File: src/rtl/scsi_regif_pkg.sv
package scsi_regif_pkg;

    localparam int NUM_REGS = 16;
    localparam int IDX_W    = $clog2(NUM_REGS);

    localparam logic [IDX_W-1:0] IX_CNT_LO  = 4'd0;
    localparam logic [IDX_W-1:0] IX_CNT_HI  = 4'd1;
    localparam logic [IDX_W-1:0] IX_FIFO    = 4'd2;
    localparam logic [IDX_W-1:0] IX_CMD     = 4'd3;
    localparam logic [IDX_W-1:0] IX_STAT    = 4'd4;
    localparam logic [IDX_W-1:0] IX_INTR    = 4'd5;
    localparam logic [IDX_W-1:0] IX_SEQ     = 4'd6;
    localparam logic [IDX_W-1:0] IX_FLEVEL  = 4'd7;
    localparam logic [IDX_W-1:0] IX_CFG     = 4'd8;
    localparam logic [IDX_W-1:0] IX_MASKED  = 4'd11;
    localparam logic [IDX_W-1:0] IX_SPARE_A = 4'd12;
    localparam logic [IDX_W-1:0] IX_SPARE_B = 4'd13;
    localparam logic [IDX_W-1:0] IX_CHIP_ID = 4'd14;
    localparam logic [IDX_W-1:0] IX_SPARE_C = 4'd15;

    localparam logic [7:0] ST_TERM_CNT   = 8'h10;
    localparam logic [7:0] ST_KEEP_ON_RD = 8'h1F;
    localparam logic [7:0] ST_DMA_RESP   = 8'h93;
    localparam logic [7:0] IN_FUNC_DONE  = 8'h08;
    localparam logic [7:0] IN_DMA_RESP   = 8'h18;
    localparam logic [7:0] IN_DISCONNECT = 8'h20;
    localparam logic [7:0] IN_BUS_RESET  = 8'h80;
    localparam logic [7:0] SEQ_CMD_DONE  = 8'h04;
    localparam logic [7:0] CHIP_ID_VAL   = 8'h04;
    localparam logic [7:0] MASKED_KEEP   = 8'h15;
    localparam int         CFG_RST_QUIET = 6;

    typedef enum logic [3:0] {
        OP_NOP,
        OP_FLUSH,
        OP_CHIP_RST,
        OP_BUS_RST,
        OP_XFER,
        OP_CMPL,
        OP_MSG_ACK,
        OP_ATN,
        OP_SEL_ATN,
        OP_SEL_STOP,
        OP_OTHER
    } cmd_op_e;

    typedef struct packed {
        cmd_op_e op;
        logic    dma;
    } cmd_dec_t;

    function automatic cmd_op_e op_of(input logic [6:0] code);
        case (code)
            7'h00:   return OP_NOP;
            7'h01:   return OP_FLUSH;
            7'h02:   return OP_CHIP_RST;
            7'h03:   return OP_BUS_RST;
            7'h10:   return OP_XFER;
            7'h11:   return OP_CMPL;
            7'h12:   return OP_MSG_ACK;
            7'h1A:   return OP_ATN;
            7'h42:   return OP_SEL_ATN;
            7'h43:   return OP_SEL_STOP;
            default: return OP_OTHER;
        endcase
    endfunction

endpackage

File: src/rtl/scsi_regif_fifo.sv
module scsi_regif_fifo #(
    parameter int DEPTH = 32,
    parameter int W     = 8
) (
    input  logic                         clk,
    input  logic                         rst,
    input  logic                         clr,
    input  logic                         push,
    input  logic [W-1:0]                 push_byte,
    input  logic                         pop,
    input  logic                         load_pair,
    input  logic [W-1:0]                 pair_first,
    input  logic [W-1:0]                 pair_second,
    output logic [W-1:0]                 head,
    output logic [$clog2(DEPTH+1)-1:0]   level
);
    localparam int AW = $clog2(DEPTH);
    localparam int CW = $clog2(DEPTH+1);

    logic [W-1:0]  mem [DEPTH];
    logic [AW-1:0] wp, rp;

    always_ff @(posedge clk) begin
        if (rst || clr) begin
            wp    <= '0;
            rp    <= '0;
            level <= '0;
        end else if (load_pair) begin
            mem[0] <= pair_first;
            mem[1] <= pair_second;
            wp     <= AW'(2);
            rp     <= '0;
            level  <= CW'(2);
        end else if (push && level < CW'(DEPTH)) begin
            mem[wp] <= push_byte;
            wp      <= wp + AW'(1);
            level   <= level + CW'(1);
        end else if (pop && level != '0) begin
            level <= level - CW'(1);
            if (level == CW'(1)) begin
                wp <= '0;
                rp <= '0;
            end else begin
                rp <= rp + AW'(1);
            end
        end
    end

    assign head = mem[rp];
endmodule

File: src/rtl/scsi_regif_cmd_dec.sv
module scsi_regif_cmd_dec
    import scsi_regif_pkg::*;
(
    input  logic [7:0] cmd,
    output cmd_dec_t   dec
);
    always_comb begin
        dec.dma = cmd[7];
        dec.op  = op_of(cmd[6:0]);
    end
endmodule

File: src/rtl/scsi_regif.sv
module scsi_regif
    import scsi_regif_pkg::*;
#(
    parameter int FIFO_DEPTH = 32
) (
    input  logic        clk,
    input  logic        rst,
    input  logic        cs,
    input  logic        we,
    input  logic [5:0]  addr,
    input  logic [7:0]  wdata,
    output logic [7:0]  rdata,
    output logic        irq,
    output logic        dma_mode,
    output logic [15:0] dma_count,
    output logic [2:0]  sel_target,
    output logic        xfer_go,
    output logic        atn_go,
    output logic        sel_go,
    output logic        sel_stop_go,
    output logic        bus_rst_go,
    output logic        resp_dma_go,
    input  logic [7:0]  sense_byte,
    input  logic        upd_valid,
    input  logic [7:0]  upd_status,
    input  logic [7:0]  upd_intr,
    input  logic [7:0]  upd_seq
);
    localparam int CNT_W = $clog2(FIFO_DEPTH + 1);

    logic [7:0]       rreg [NUM_REGS];
    logic [7:0]       wcnt_lo, wcnt_hi, pop_q;
    logic [IDX_W-1:0] idx;
    logic             addr_lo_unused;
    logic             host_rd, host_wr, cmd_wr, rd_intr, soft_rst, flush, load_resp;
    cmd_dec_t         dec;
    logic [7:0]       fifo_head, fflag_val;
    logic [CNT_W-1:0] fifo_level;
    logic [7:0]       st_base, in_base, sq_base;
    logic             irq_base, busrst_masked;

    assign idx            = addr[5:2];
    assign addr_lo_unused = ^addr[1:0];
    assign host_rd        = cs && !we;
    assign host_wr        = cs && we;
    assign cmd_wr         = host_wr && idx == IX_CMD;
    assign rd_intr        = host_rd && idx == IX_INTR;

    scsi_regif_cmd_dec u_dec (.cmd(wdata), .dec(dec));

    assign soft_rst  = cmd_wr && dec.op == OP_CHIP_RST;
    assign flush     = cmd_wr && dec.op == OP_FLUSH;
    assign load_resp = cmd_wr && !dec.dma && (dec.op == OP_CMPL || dec.op == OP_MSG_ACK);

    scsi_regif_fifo #(.DEPTH(FIFO_DEPTH), .W(8)) u_fifo (
        .clk         (clk),
        .rst         (rst),
        .clr         (soft_rst || flush),
        .push        (host_wr && idx == IX_FIFO),
        .push_byte   (wdata),
        .pop         (host_rd && idx == IX_FIFO),
        .load_pair   (load_resp),
        .pair_first  (sense_byte),
        .pair_second (8'h00),
        .head        (fifo_head),
        .level       (fifo_level)
    );

    assign fflag_val     = 8'(fifo_level);
    assign busrst_masked = rreg[IX_CFG][CFG_RST_QUIET];

    // Sequencer update first; the read-clear of the interrupt register acts on held state.
    always_comb begin
        st_base  = rd_intr ? (rreg[IX_STAT] & ST_KEEP_ON_RD) : rreg[IX_STAT];
        in_base  = rreg[IX_INTR];
        sq_base  = rreg[IX_SEQ];
        irq_base = rd_intr ? 1'b0 : irq;
        if (upd_valid) begin
            st_base  = upd_status;
            in_base  = upd_intr;
            sq_base  = upd_seq;
            irq_base = 1'b1;
        end
    end

    always_ff @(posedge clk) begin
        if (rst || soft_rst) begin
            for (int i = 0; i < NUM_REGS; i++) rreg[i] <= '0;
            rreg[IX_CHIP_ID] <= CHIP_ID_VAL;
            wcnt_lo     <= '0;
            wcnt_hi     <= '0;
            pop_q       <= '0;
            sel_target  <= '0;
            dma_mode    <= 1'b0;
            irq         <= 1'b0;
            xfer_go     <= 1'b0;
            atn_go      <= 1'b0;
            sel_go      <= 1'b0;
            sel_stop_go <= 1'b0;
            bus_rst_go  <= 1'b0;
            resp_dma_go <= 1'b0;
        end else begin
            xfer_go     <= 1'b0;
            atn_go      <= 1'b0;
            sel_go      <= 1'b0;
            sel_stop_go <= 1'b0;
            bus_rst_go  <= 1'b0;
            resp_dma_go <= 1'b0;
            rreg[IX_STAT] <= st_base;
            rreg[IX_INTR] <= in_base;
            rreg[IX_SEQ]  <= sq_base;
            irq           <= irq_base;
            if (host_rd && idx == IX_FIFO && fifo_level != '0) pop_q <= fifo_head;
            if (host_wr) begin
                case (idx)
                    IX_CNT_LO: begin
                        wcnt_lo       <= wdata;
                        rreg[IX_STAT] <= st_base & ~ST_TERM_CNT;
                    end
                    IX_CNT_HI: begin
                        wcnt_hi       <= wdata;
                        rreg[IX_STAT] <= st_base & ~ST_TERM_CNT;
                    end
                    IX_CMD: begin
                        rreg[IX_CMD] <= wdata;
                        dma_mode     <= dec.dma;
                        if (dec.dma) begin
                            rreg[IX_CNT_LO] <= wcnt_lo;
                            rreg[IX_CNT_HI] <= wcnt_hi;
                        end
                        case (dec.op)
                            OP_FLUSH: begin
                                rreg[IX_INTR] <= IN_FUNC_DONE;
                                rreg[IX_SEQ]  <= '0;
                            end
                            OP_BUS_RST: begin
                                rreg[IX_INTR] <= IN_BUS_RESET;
                                bus_rst_go    <= 1'b1;
                                if (!busrst_masked) irq <= 1'b1;
                            end
                            OP_XFER:     xfer_go     <= 1'b1;
                            OP_ATN:      atn_go      <= 1'b1;
                            OP_SEL_ATN:  sel_go      <= 1'b1;
                            OP_SEL_STOP: sel_stop_go <= 1'b1;
                            OP_CMPL, OP_MSG_ACK: begin
                                irq <= 1'b1;
                                if (dec.dma) begin
                                    resp_dma_go   <= 1'b1;
                                    rreg[IX_STAT] <= ST_DMA_RESP;
                                    rreg[IX_INTR] <= IN_DMA_RESP;
                                    rreg[IX_SEQ]  <= SEQ_CMD_DONE;
                                end
                                if (dec.op == OP_MSG_ACK) begin
                                    rreg[IX_INTR] <= IN_DISCONNECT;
                                    rreg[IX_SEQ]  <= '0;
                                end
                            end
                            default: ;
                        endcase
                    end
                    IX_STAT:   sel_target <= wdata[2:0];
                    IX_MASKED: rreg[IX_MASKED] <= wdata & MASKED_KEEP;
                    IX_CFG, IX_SPARE_A, IX_SPARE_B, IX_CHIP_ID, IX_SPARE_C:
                        rreg[idx] <= wdata;
                    default: ;
                endcase
            end
        end
    end

    always_ff @(posedge clk) begin
        if (rst) begin
            rdata <= '0;
        end else if (host_rd) begin
            case (idx)
                IX_FIFO:   rdata <= (fifo_level != '0) ? fifo_head : pop_q;
                IX_FLEVEL: rdata <= fflag_val;
                default:   rdata <= rreg[idx];
            endcase
        end
    end

    assign dma_count = {rreg[IX_CNT_HI], rreg[IX_CNT_LO]};
endmodule

File: config.mk
export PLATFORM = sky130hd
export DESIGN_NAME = scsi_regif
export DESIGN_NICKNAME = d
export VERILOG_FILES = /design/src/rtl/scsi_regif_pkg.sv /design/src/rtl/scsi_regif_fifo.sv /design/src/rtl/scsi_regif_cmd_dec.sv /design/src/rtl/scsi_regif.sv
export SDC_FILE = /design/constraint.sdc
export NUM_CORES = 1
export LEC_CHECK = 0
export BUFFER_PORTS_ARGS = -buffer_cell sky130_fd_sc_hd__buf_2
export CORE_ASPECT_RATIO = 1.4
export CORE_MARGIN = 4
export CORE_UTILIZATION = 55
export CTS_CLUSTER_SIZE = 10
export DETAILED_ROUTE_END_ITERATION = 10
export HOLD_SLACK_MARGIN = 0.12
export PLACE_DENSITY_LB_ADDON = 0.08
export SKIP_LAST_GASP = 1
export SYNTH_ARGS = -nofsm -noshare
export SYNTH_HDL_FRONTEND = slang
export SYNTH_SLANG_ARGS = --single-unit
File: constraint.sdc
create_clock -name clk -period 3.3 [get_ports clk]
set_input_delay 0.66 -clock clk [delete_from_list [all_inputs] [get_ports clk]]
set_output_delay 0.66 -clock clk [all_outputs]
set_load 0.01 [all_outputs]
### Word-level counts from Yosys, hierarchy flattened

Memory sizes are Yosys's and may differ from the RTL's. A register that Yosys moved wholly into a read port is not among the register bits.
Cells that the tools add are included.

| storage, ports and cells | value |
|---|---|
| bits in registers | 59 |
| memory bits (writable) | 384 |
| input bits | 51 |
| output and inout bits | 35 |
| logic and storage cells | 224 |
| memories | 2 |

| operators by class | value |
|---|---|
| add/subtract/negate cells | 4 |
| $lt $le $gt $ge | 1 |
| eq/ne operators | 32 |
| mux-type cells | 107 |
| bitwise operators | 21 |
| reduce and logical (&&, ||, !) cells | 39 |

Memory list:

| name | words | bits a word | read ports | clocked after Yosys merged registers in | write ports | line | text |
|---|---|---|---|---|---|---|---|
| u_fifo.mem | 32 | 8 | 1 | 1 | 2 | scsi_regif_fifo.sv:20 | `logic [W-1:0] mem [DEPTH];` |
| rreg | 16 | 8 | 5 | 0 | 16 | scsi_regif.sv:31 | `logic [7:0] rreg [NUM_REGS];` |

Operators with widths:

| operator | number |
|---|---|
| $mux 8 | 25 |
| $mux 1 | 67 |
| $pmux 4 s10 | 1 |
| $mux 5 | 7 |
| $eq 4x4->1 const B | 8 |
| $eq 4x3->1 const B | 7 |
| $eq 7x5->1 const B | 4 |
| $or 1x1->1 | 18 |
| $eq 4x2->1 const B | 4 |
| $pmux 8 s2 | 1 |
| $reduce_and 2->1 | 8 |
| $reduce_or 8->1 | 2 |
| $eq 7x2->1 const B | 2 |
| $eq 7x7->1 const B | 2 |
| $logic_and 1x1->1 | 12 |
| $mux 6 | 2 |
| $add 5x1->5 const B | 2 |
| $eq 4x1->1 const B | 2 |
| $eq 7x1->1 const B | 1 |
| $logic_not 7->1 | 1 |
| $add 6x1->6 const B | 1 |
| $eq 6x1->1 const B | 1 |
| $lt 6x6->1 const B | 1 |
| $reduce_bool 3->1 | 2 |
| 14 further kinds | 23 |

### Logic depth before layout (Yosys ltp)

Gate-level depths: netlist (run 1).

| depth | value |
|---|---|
| word-level depth | 12 |
| mapped depth | 9 |
| gate-level depth less buffers | 7 |

### Cells and area by module

From an unflattened synthesis (run 1), not the netlist that was laid out.

| second synthesis, totals | value |
|---|---|
| cells, all modules | 1164 |
| area, all modules | 18925.7 µm² |

By module, submodules not included:

| module | instances | cells each | area an instance (µm²) | sequential area each (µm²) |
|---|---|---|---|---|
| scsi_regif_fifo | 1 | 581 | 11093.1 | 8107.8 |
| scsi_regif | 1 | 566 | 7707.4 | 4644.5 |
| scsi_regif_cmd_dec | 1 | 17 | 125.1 | 0.0 |

### Least setup slack after synthesis (run 1)

OpenSTA, ideal clock, no wires.

| path | value |
|---|---|
| path kind | input to register |
| from | input addr[5] |
| to | memory u_fifo.mem[13][0], enable pin |
| setup time | 370 ps |
| arrival | 2470 ps |
| data required time | 2930 ps |
| setup slack | 460 ps |
| stages on the path | 8 |
| path buffers | 4 |
| cell sequence | buf_6 > nand4bb_1 > buf_2 > nor3_2 > clkbuf_1 > clkbuf_1 > nand3_1 > nor2_1 |

RTL lines:

| element | line | text |
|---|---|---|
| from (decl) | scsi_regif.sv:10 | `input logic [5:0] addr,` |
| to (decl) | scsi_regif_fifo.sv:20 |  |

==> results of run 1 <==
[cell type report]
class | count | area [um2] | area share, %
Antenna cell | 2 | 5.00 | 0.0233
Clock buffer | 89 | 1420 | 6.61
Clock inverter | 2 | 36.3 | 0.169
Inverter | 15 | 56.3 | 0.262
Multi-Input combinational cell | 773 | 5900 | 27.5
Sequential cell | 432 | 12300 | 57.5
Tap cell | 445 | 557 | 2.59
Timing Repair Buffer | 174 | 1150 | 5.35
[stage by stage]
| stage | std cells | worst slack (ps) | hold slack, ps | instance area, um2 | utilization (%) |
|---|---|---|---|---|---|
| finish | 1932 | 690 | 365 | 21500 | 64.4 |
| global route | 1931 | 573 | 367 | 21500 | 64.4 |
| CTS | 1930 | 685 | 348 | 21500 | 64.4 |
| detailed placement | 1839 | 191 | 442 | 20000 | 60.0 |
| global placement | 1839 | 170 | 437 | 20000 | 60.0 |
| floorplan | 1305 | 460 | 427 | 18700 | - |
[cells in the mapped netlist, types with 3 or more instances]
| library cell | number | area (um2) |
|---|---|---|
| nor2_1 | 86 | 323 |
| nor3b_1 | 4 | 30.0 |
| o21bai_1 | 3 | 22.5 |
| mux2i_1 | 44 | 440 |
| buf_2 | 18 | 90.1 |
| o211ai_1 | 8 | 60.1 |
| a41oi_1 | 3 | 26.3 |
| and2_1 | 73 | 457 |
| o22ai_1 | 7 | 43.8 |
| nand4_1 | 10 | 62.6 |
| nor4_1 | 5 | 31.3 |
| nor3_2 | 5 | 50.1 |
| and3b_1 | 3 | 26.3 |
| edfxtp_1 | 368 | 11100 |
| clkbuf_1 | 46 | 173 |
| o21ai_0 | 26 | 130 |
| nand2b_1 | 34 | 213 |
| nor2b_1 | 8 | 50.1 |
| nand3_1 | 69 | 345 |
| o2bb2ai_1 | 5 | 43.8 |
| buf_1 | 5 | 18.8 |
| or3_1 | 7 | 43.8 |
| and3_1 | 24 | 150 |
| buf_6 | 8 | 90.1 |
| dfxtp_1 | 64 | 1280 |
| mux2_2 | 5 | 56.3 |
| a211o_1 | 5 | 43.8 |
| mux2_1 | 6 | 67.6 |
| a21boi_0 | 3 | 22.5 |
| a211oi_1 | 6 | 45.0 |
| ha_1 | 9 | 113 |
| mux4_2 | 76 | 1710 |
| nor3_1 | 24 | 120 |
| buf_4 | 6 | 45.0 |
| inv_1 | 13 | 48.8 |
| a31oi_1 | 20 | 125 |
| a21oi_1 | 39 | 195 |
| nand2_1 | 96 | 360 |
| o21a_1 | 5 | 37.5 |
[kinds of logic after synthesis]
kind of cell	count (synthesis)	synth area share (%)
other cells	1	0.0201
mux	131	12.2
fa+ha+maj	9	0.604
xor+xnor	3	0.141
simple gates	463	13.0
flops	432	66.1
compound gates	146	5.21
buf+inv	100	2.70
[sequential cells by signal, indices dropped and copies added (netlist names), 6 cells and up, named ones only]
name	flops
u_fifo.mem	256
rdata	8
u_fifo.level	6
wcnt_lo	8
wcnt_hi	8
pop_q	8
rreg	112
[power by group through the flow]
stage / registers, uW / logic [uW] / clock network [uW]
floorplan: 6160 / 238 / 0
detailed placement: 6170 / 487 / 0
CTS: 6060 / 489 / 5010
global route: 6060 / 525 / 5260
finish: 6060 / 489 / 4910
global placement: 6170 / 482 / 0
[how the worst max path moves through the flow]
stage	endpoint	slack (ps)	start
6_report	rdata[6]	690	flop
3_5_place_dp	u_fifo.mem[0][5]	190	addr[5]
4_1_cts	rdata[6]	690	flop
3_3_place_gp	u_fifo.mem[2][0]	170	addr[5]
5_1_grt	rdata[7]	570	flop
2_1_floorplan	u_fifo.mem[13][0]	460	addr[5]
[layer usage]
metal	GRT usage [%]	up-vias
li1	-	5204
met1	29.9	5527
met2	43.0	385
met3	3.89	103
met4	10.2	0
met5	0	-
[critical path, stage by stage, from the launching register on]
cell	delay [ps]
dfxtp_4	570
buf_4	260
mux4_2	540
mux4_2	520
mux2i_1	290
nor3_1	120
o21a_1	190
==> reports/metrics.yaml, run 1 <==
power:
  report.power.total_uw: 11500
  p_int_uw: 9070
  power_switching_uw: 2390
  pwr-share-comb_pct: 4.3
  leakagePower_uw: 0.00759
  p_per_area_mw_per_mm2: 534
  seq_power_share_pct: 52.9
  clockPowerShare_pct: 42.9
  ir_worst_vdd_mv: 0.468
  swShare_pct: 20.8
floorplan:
  die_area_mm2: 0.0370
  num_rows: 79
  io-pin-count: 86
  dieWidth_um: 164
  initial_utilization_pct: 56.0
  coreArea_mm2: 0.0333
  dieHeight_um: 226
setup_path:
  end_kind: "flop"
  critical_path_class: "reg -> reg"
  crit_path_start_kind: "flop"
  critPathMaxFanout: 18
  ff2ff_setup_slack_ps: 690
  r2r_cells: 6
  r2r-end: "rdata[6]"
  crit_arrival_ps: 3070
  critPathRequiredTime_ps: 3760
drt:
  drc: 0
  vias: 11200
  finalWirelength_um: 44500
  wl_met1_um: 16500
  post_drt_wl_per_cell_um: 23.0
  dr_wl_met2_um: 23400
  highest_layer: "met4"
  ant_nets: 0
  avgViaCountPerCell: 5.81
  first_pass_iters: 5
  drt-initial-drc-count: 847
  wl_met3_um: 2700
clock_tree:
  cts.hold.buffers_added: 0
  numCtsBuffers: 49
  tritoncts: "built"
  clock-sinks: 432
  ctsResizeCount: 0
  clock_latency_ps: 570
  clk_pin_slew_ps: 60
  htreeDepth: 2
  clockBufferDepth: 3
  postCtsSetupBuffers: 0
  root_buffer: "clkbuf_16"
cells_and_area:
  nets: 1505
  drive_gt1_share_pct: 22.2
  fillerInstances: 2451
  area_growth_pct: 15.1
  mostFrequentLayoutCells: "368 x edfxtp_1, 96 x nand2_1, 87 x buf_4"
  layout_commonest_cell: "edfxtp_1"
grt:
  track_usage_pct: 24.4
  grt_pass1_vias: 11300
  antenna_found_initial: 2
  grt_max_degree: 65
  grt_pass1_wl_um: 67400
  overflow: 0
worst_hold_path:
  hold_start: "upd_status[7]"
  min_path_cells: 3
  hold_class: "in -> reg"
  holdPathEnd: "rreg[4][7]"
yosys:
  synth.avg_cell_area_um2: 14.5
  synth_ff_type: "edfxtp_1"
  ys.warnings.count: 0
  synth_edf_count: 368
  synth_area_mm2: 0.0186
  synthCells: 1285
  ys_ff_latch: 432
  synth-seq-area-share_pct: 66.1
  synthArstFlopShare_pct: 0
  synth_cell_types: 71
sta:
  worst-slew-pin-transition_ps: 848
  min_period_ps: 2610
  max_freq_ghz: 0.383
  post-route-period-util_pct: 79.1
  relSlewSlack_pct: 43.3
  rsz0062_at_grt: "false"
  fin_setup_tns_ps: 0
  finalSetupViolations: 0
  hold_viol_final: 0
  skew_ps: 17.8
  slew_viol_final: 0
placement:
  numPortBuffers: 83
  place_hpwl_um: 31100
  routabilityCongestion: 0.905
outcome:
  outcome: "complete, no violations"
run:
  max_cap_viol_count: 0
Power figures use the tool's default switching activity.
==> run 2, diff against run 1 <==
clock period = 2.35 ns   (was 3.3 ns; I/O delays follow)
==> run 2 against run 1 <==
Count of clock-buffer cells in the layout shrank 8. Power rose by 43%. Largest power group unchanged. Clock skew grew 8.1 ps. Design area rose by 4.5%. Die area is the same. Largest cell class unchanged. Combinational power up 69%. Global-route usage is 1.0 points higher. Via count up 2.0%.
==> reports/metrics.yaml, run 2 (synthesis results as in run 1) <==
outcome:
  outcome: "complete, no violations"
setup_path:
  critPathMaxFanout: 6
  crit_arrival_ps: 2740
  critical_path_class: "reg -> reg"
  crit_path_top_delay_cell: "mux4_2"
  end_kind: "flop"
  crit_buf_inv: 2
  crit_path_max_incr_delay_ps: 570
  r2r_cells: 7
  crit_path_start_kind: "flop"
  critical_path.cell_chain: "buf_4 -> mux4_2 -> mux4_2 -> mux2i_1 -> buf_4 -> nor3_1 -> o21a_1"
  crit_family: "multiplexers"
  critPathRequiredTime_ps: 2810
  cp.depth: 7
drt:
  finalWirelength_um: 46400
  dr_wl_met2_um: 23500
  wl_met3_um: 2570
  vias: 11400
  post_drt_wl_per_cell_um: 23.2
  ant_nets: 0
  drc: 0
  first_pass_iters: 5
  drt-initial-drc-count: 1033
  wl_met1_um: 18200
  avgViaCountPerCell: 5.72
  highest_layer: "met4"
clock_tree:
  clockBufferDepth: 3
  tritoncts: "built"
  numCtsBuffers: 50
  root_buffer: "clkbuf_16"
  clk_pin_slew_ps: 60
  postCtsSetupBuffers: 0
  clock_latency_ps: 570
  clock-sinks: 432
  cts.hold.buffers_added: 0
  htreeDepth: 2
  ctsResizeCount: 0
grt:
  grt_pass1_wl_um: 70000
  overflow: 0
  grt_max_degree: 53
  track_usage_pct: 25.4
  grt_pass1_vias: 11700
  antenna_found_initial: 4
floorplan:
  coreArea_mm2: 0.0333
  initial_utilization_pct: 56.0
  num_rows: 79
  dieHeight_um: 226
  io-pin-count: 86
  dieWidth_um: 164
  die_area_mm2: 0.0370
placement:
  routabilityCongestion: 0.928
  dp.cells: 1914
  pre_cts_ws_ps: -405
  place_hpwl_um: 33200
  numPortBuffers: 83
power:
  power_switching_uw: 3380
  seq_power_share_pct: 51.8
  p_per_area_mw_per_mm2: 732
  leakagePower_uw: 0.00802
  ir_worst_vdd_mv: 0.646
  clockPowerShare_pct: 43.1
  report.power.total_uw: 16400
  p_int_uw: 13000
  swShare_pct: 20.6
  pwr-share-comb_pct: 5.0
sta:
  finalWorstSetupSlack_ps: 74.3
  finalSetupViolations: 0
  fin_setup_tns_ps: 0
  min_period_ps: 2280
  skew_ps: 25.9
  slew_viol_final: 0
  rsz0062_at_grt: "false"
  holdWs_ps: 174
  worst-slew-pin-transition_ps: 594
  hold_viol_final: 0
  relSlewSlack_pct: 60.3
  max_freq_ghz: 0.439
  post-route-period-util_pct: 96.8
cells_and_area:
  largest_reg_flops: 256
  layout_commonest_cell: "edfxtp_1"
  reg.largest.list: "u_fifo.mem: 256 flops, rreg: 112 flops"
  nets: 1581
  fillerInstances: 2368
  mostFrequentLayoutCells: "368 x edfxtp_1, 146 x buf_4, 96 x nand2_1"
  fin_cells: 2000
  drive_gt1_share_pct: 28.7
  area_growth_pct: 20.2
  regMostFlops: "u_fifo.mem"
worst_hold_path:
  min_path_cells: 2
  hold_class: "in -> reg"
run:
  max_cap_viol_count: 0
==> run 2: path summary, 6_finish.rpt <==
| path | startpoint | endpoint | slack (ps) |
|---|---|---|---|
| min reg2reg | wcnt_hi[5] | wcnt_hi[5] | 450 |
| max | flop | rdata[7] | 70 |
| max reg2reg | flop | rdata[7] | 70 |
| min | upd_intr[7] | rreg[5][7] | 170 |
==> run 2: worst register-to-register path, cell delays in order (launching register included) <==
cell and delay [ps]:
dfxtp_4 400, buf_4 200, mux4_2 570, mux4_2 470
mux2i_1 140, buf_4 140, nor3_1 60, o21a_1 190
==> run 2: area by class of cell <==
| type | instances | area, um2 | area share [%] |
|---|---|---|---|
| clock buffers | 81 | 1440 | 6.43 |
| flip-flops and latches | 432 | 12300 | 55.0 |
| well taps | 445 | 557 | 2.48 |
| diodes | 3 | 7.51 | 0.0335 |
| multi-input cells | 773 | 6060 | 27.1 |
| repair buffers | 249 | 1910 | 8.53 |
| clock inverters | 2 | 38.8 | 0.173 |
| inverters | 15 | 56.3 | 0.251 |
==> run 2: layer usage <==
metal	GRT usage, %	vias to the layer above
met5	0	-
met4	11.2	0
met3	3.85	91
met2	43.5	369
met1	32.3	5634
li1	-	5352
==> run 2: power groups by stage <==
stage                     clock, uW  combinational, uW  sequential (uW)
after floorplan                   0                346             8650
after global placement            0                818             8660
after detailed placement          0                828             8660
after CTS                      7190                829             8510
after global routing           7510                885             8510
final                          7080                825             8510
==> run 2: metrics by stage <==
step / util (%) / area [um2]
detailed placement: 62.8 / 20900
floorplan: - / 18900
CTS: 67.2 / 22400
finish: 67.3 / 22400
global placement: 62.8 / 20900
global route: 67.3 / 22400
==> run 3, diff against run 2 <==
CELL_PAD_IN_SITES_DETAIL_PLACEMENT = 2   (was not set)
CELL_PAD_IN_SITES_GLOBAL_PLACEMENT = 2   (was not set)
CORE_UTILIZATION = 40   (was 55)
==> run 3 against run 2 <==
Non-clock buffer count grew 34. Largest power group unchanged. The run now ends with setup timing left. Hold slack gained 7.4 ps. Fmax shrank 5.2%. Highest routed layer is now met5.
==> reports/metrics.yaml, run 3 (synthesis results as in run 1) <==
outcome:
  outcome: "complete, but fails checks"
  violations: "setup timing"
floorplan:
  dieHeight_um: 263
  coreArea_mm2: 0.0461
  die_area_mm2: 0.0502
  io-pin-count: 86
  initial_utilization_pct: 40.5
  num_rows: 93
  dieWidth_um: 190
clock_tree:
  clockBufferDepth: 3
  tritoncts: "built"
  clk_pin_slew_ps: 60
  numCtsBuffers: 50
  root_buffer: "clkbuf_16"
  clock-sinks: 432
  clock_latency_ps: 570
  htreeDepth: 2
  cts.hold.buffers_added: 0
sta:
  post-route-period-util_pct: 102
  worst-slew-pin-transition_ps: 579
  hold_viol_final: 0
  finalSetupViolations: 2
  finalWorstSetupSlack_ps: -50.9
  min_period_ps: 2400
  relSlewSlack_pct: 61.3
  slew_viol_final: 0
  max_freq_ghz: 0.417
  rsz0062_at_grt: "true"
  skew_ps: 18.0
setup_path:
  critical_path_class: "reg -> reg"
  crit_top_cell: "mux4_2"
  crit_family: "multiplexers"
  critical_path.cell_chain: "buf_12 -> mux4_2 -> mux4_2 -> mux2i_2 -> buf_4 -> nor3_1 -> o21a_1"
  crit_buf_inv: 2
  end_kind: "flop"
  crit_path_max_incr_delay_ps: 570
  crit_path_start_kind: "flop"
  crit_path_top_delay_cell: "mux4_2"
  critPathMaxFanout: 13
  critPathRequiredTime_ps: 2810
  crit_arrival_ps: 2860
placement:
  pre_cts_ws_ps: -434
  routabilityCongestion: 0.839
  place_hpwl_um: 43600
  placed_area_mm2: 0.0214
  dp.cells: 2113
  numPortBuffers: 83
drt:
  drc: 0
  vias: 12000
  finalWirelength_um: 59600
  ant_nets: 0
  first_pass_iters: 5
  drt-initial-drc-count: 642
  post_drt_wl_per_cell_um: 27.0
  avgViaCountPerCell: 5.43
power:
  ir_worst_vdd_mv: 0.710
  p_int_uw: 12900
  p_per_area_mw_per_mm2: 718
  pwr-share-comb_pct: 5.3
  leakagePower_uw: 0.00822
  swShare_pct: 21.7
  seq_power_share_pct: 51.7
  power_switching_uw: 3580
  clockPowerShare_pct: 43.0
cells_and_area:
  area_growth_pct: 23.1
  regMostFlops: "u_fifo.mem"
  fillerInstances: 4428
  antenna_cells: 0
  mostFrequentLayoutCells: "368 x edfxtp_1, 176 x buf_4, 96 x nand2_1"
  reg.largest.list: "u_fifo.mem: 256 flops, rreg: 112 flops"
  final_area_mm2: 0.0229
  drive_gt1_share_pct: 30.6
  layout_commonest_cell: "edfxtp_1"
  nets: 1615
  largest_reg_flops: 256
  post-route-util_pct: 49.8
  fin_cells: 2203
worst_hold_path:
  hold_start: "upd_status[0]"
  hold_class: "in -> reg"
grt:
  grt_pass1_wl_um: 87800
  grt_pass1_vias: 13400
  grt_max_degree: 53
  track_usage_pct: 23.6
  antenna_found_initial: 3
  overflow: 0
run:
  max_cap_viol_count: 0
-- run 3: cell type report --
class,instances,area [um2],share of cell area (%)
sequential,432,12300,53.8
inverter,15,56.3,0.245
clock inverter,2,13.8,0.0600
multi-input combinational,773,6120,26.7
clock buffer,81,1430,6.24
tap,617,772,3.36
timing repair buffer,283,2220,9.66
-- run 3: worst reg2reg max path, delay by kind of cell, from the launching register on --
kind | cells | cell delay (ps)
AND/OR/NAND/NOR | 1 | 80
flip-flops | 1 | 380
multiplexers | 3 | 1310
buffers and inverters | 2 | 330
AO/OA/AOI/OAI | 1 | 190
-- run 3: metal layers --
layer / GRT usage [%] / part of all wire (%) / vias to the layer above / wire [um]
met5: 0 / 0.020 / - / 12
met4: 6.62 / 2.6 / 2 / 1550
met3: 3.38 / 3.5 / 90 / 2080
met2: 44.4 / 55 / 252 / 32600
met1: 27.8 / 39 / 6209 / 23300
li1: - / - / 5413 / -
-- run 3: final timing paths --
path	end	slack (ps)	cells past startpoint
max	rdata[6]	-50	7
max reg2reg	rdata[6]	-50	7
min reg2reg	wcnt_hi[5]	450	2
min	rreg[4][0]	180	3
-- run 3: power by group through the flow --
stage | sequential [uW] | combinational, uW | clock (uW)
floorplan | 8650 | 346 | 0
global placement | 8670 | 859 | 0
detailed placement | 8670 | 884 | 0
CTS | 8520 | 888 | 7280
global route | 8520 | 941 | 7590
finish | 8510 | 874 | 7090
-- run 3: repair_timing --
action | CTS | global route
setup endpoints to repair | 5 | 10
gates resized for setup | 4 | 8
setup buffers | 4 | 3
-- run 3: stage by stage --
stage                     hold slack (ps)  setup TNS, ps  power [uW]
after floorplan                       427          -1000        9000
after global placement                438        -119410        9530
after detailed placement              447        -138510        9560
after CTS                             154           -105       16700
after global routing                  161           -244       17100
final                                 182          -72.8       16500
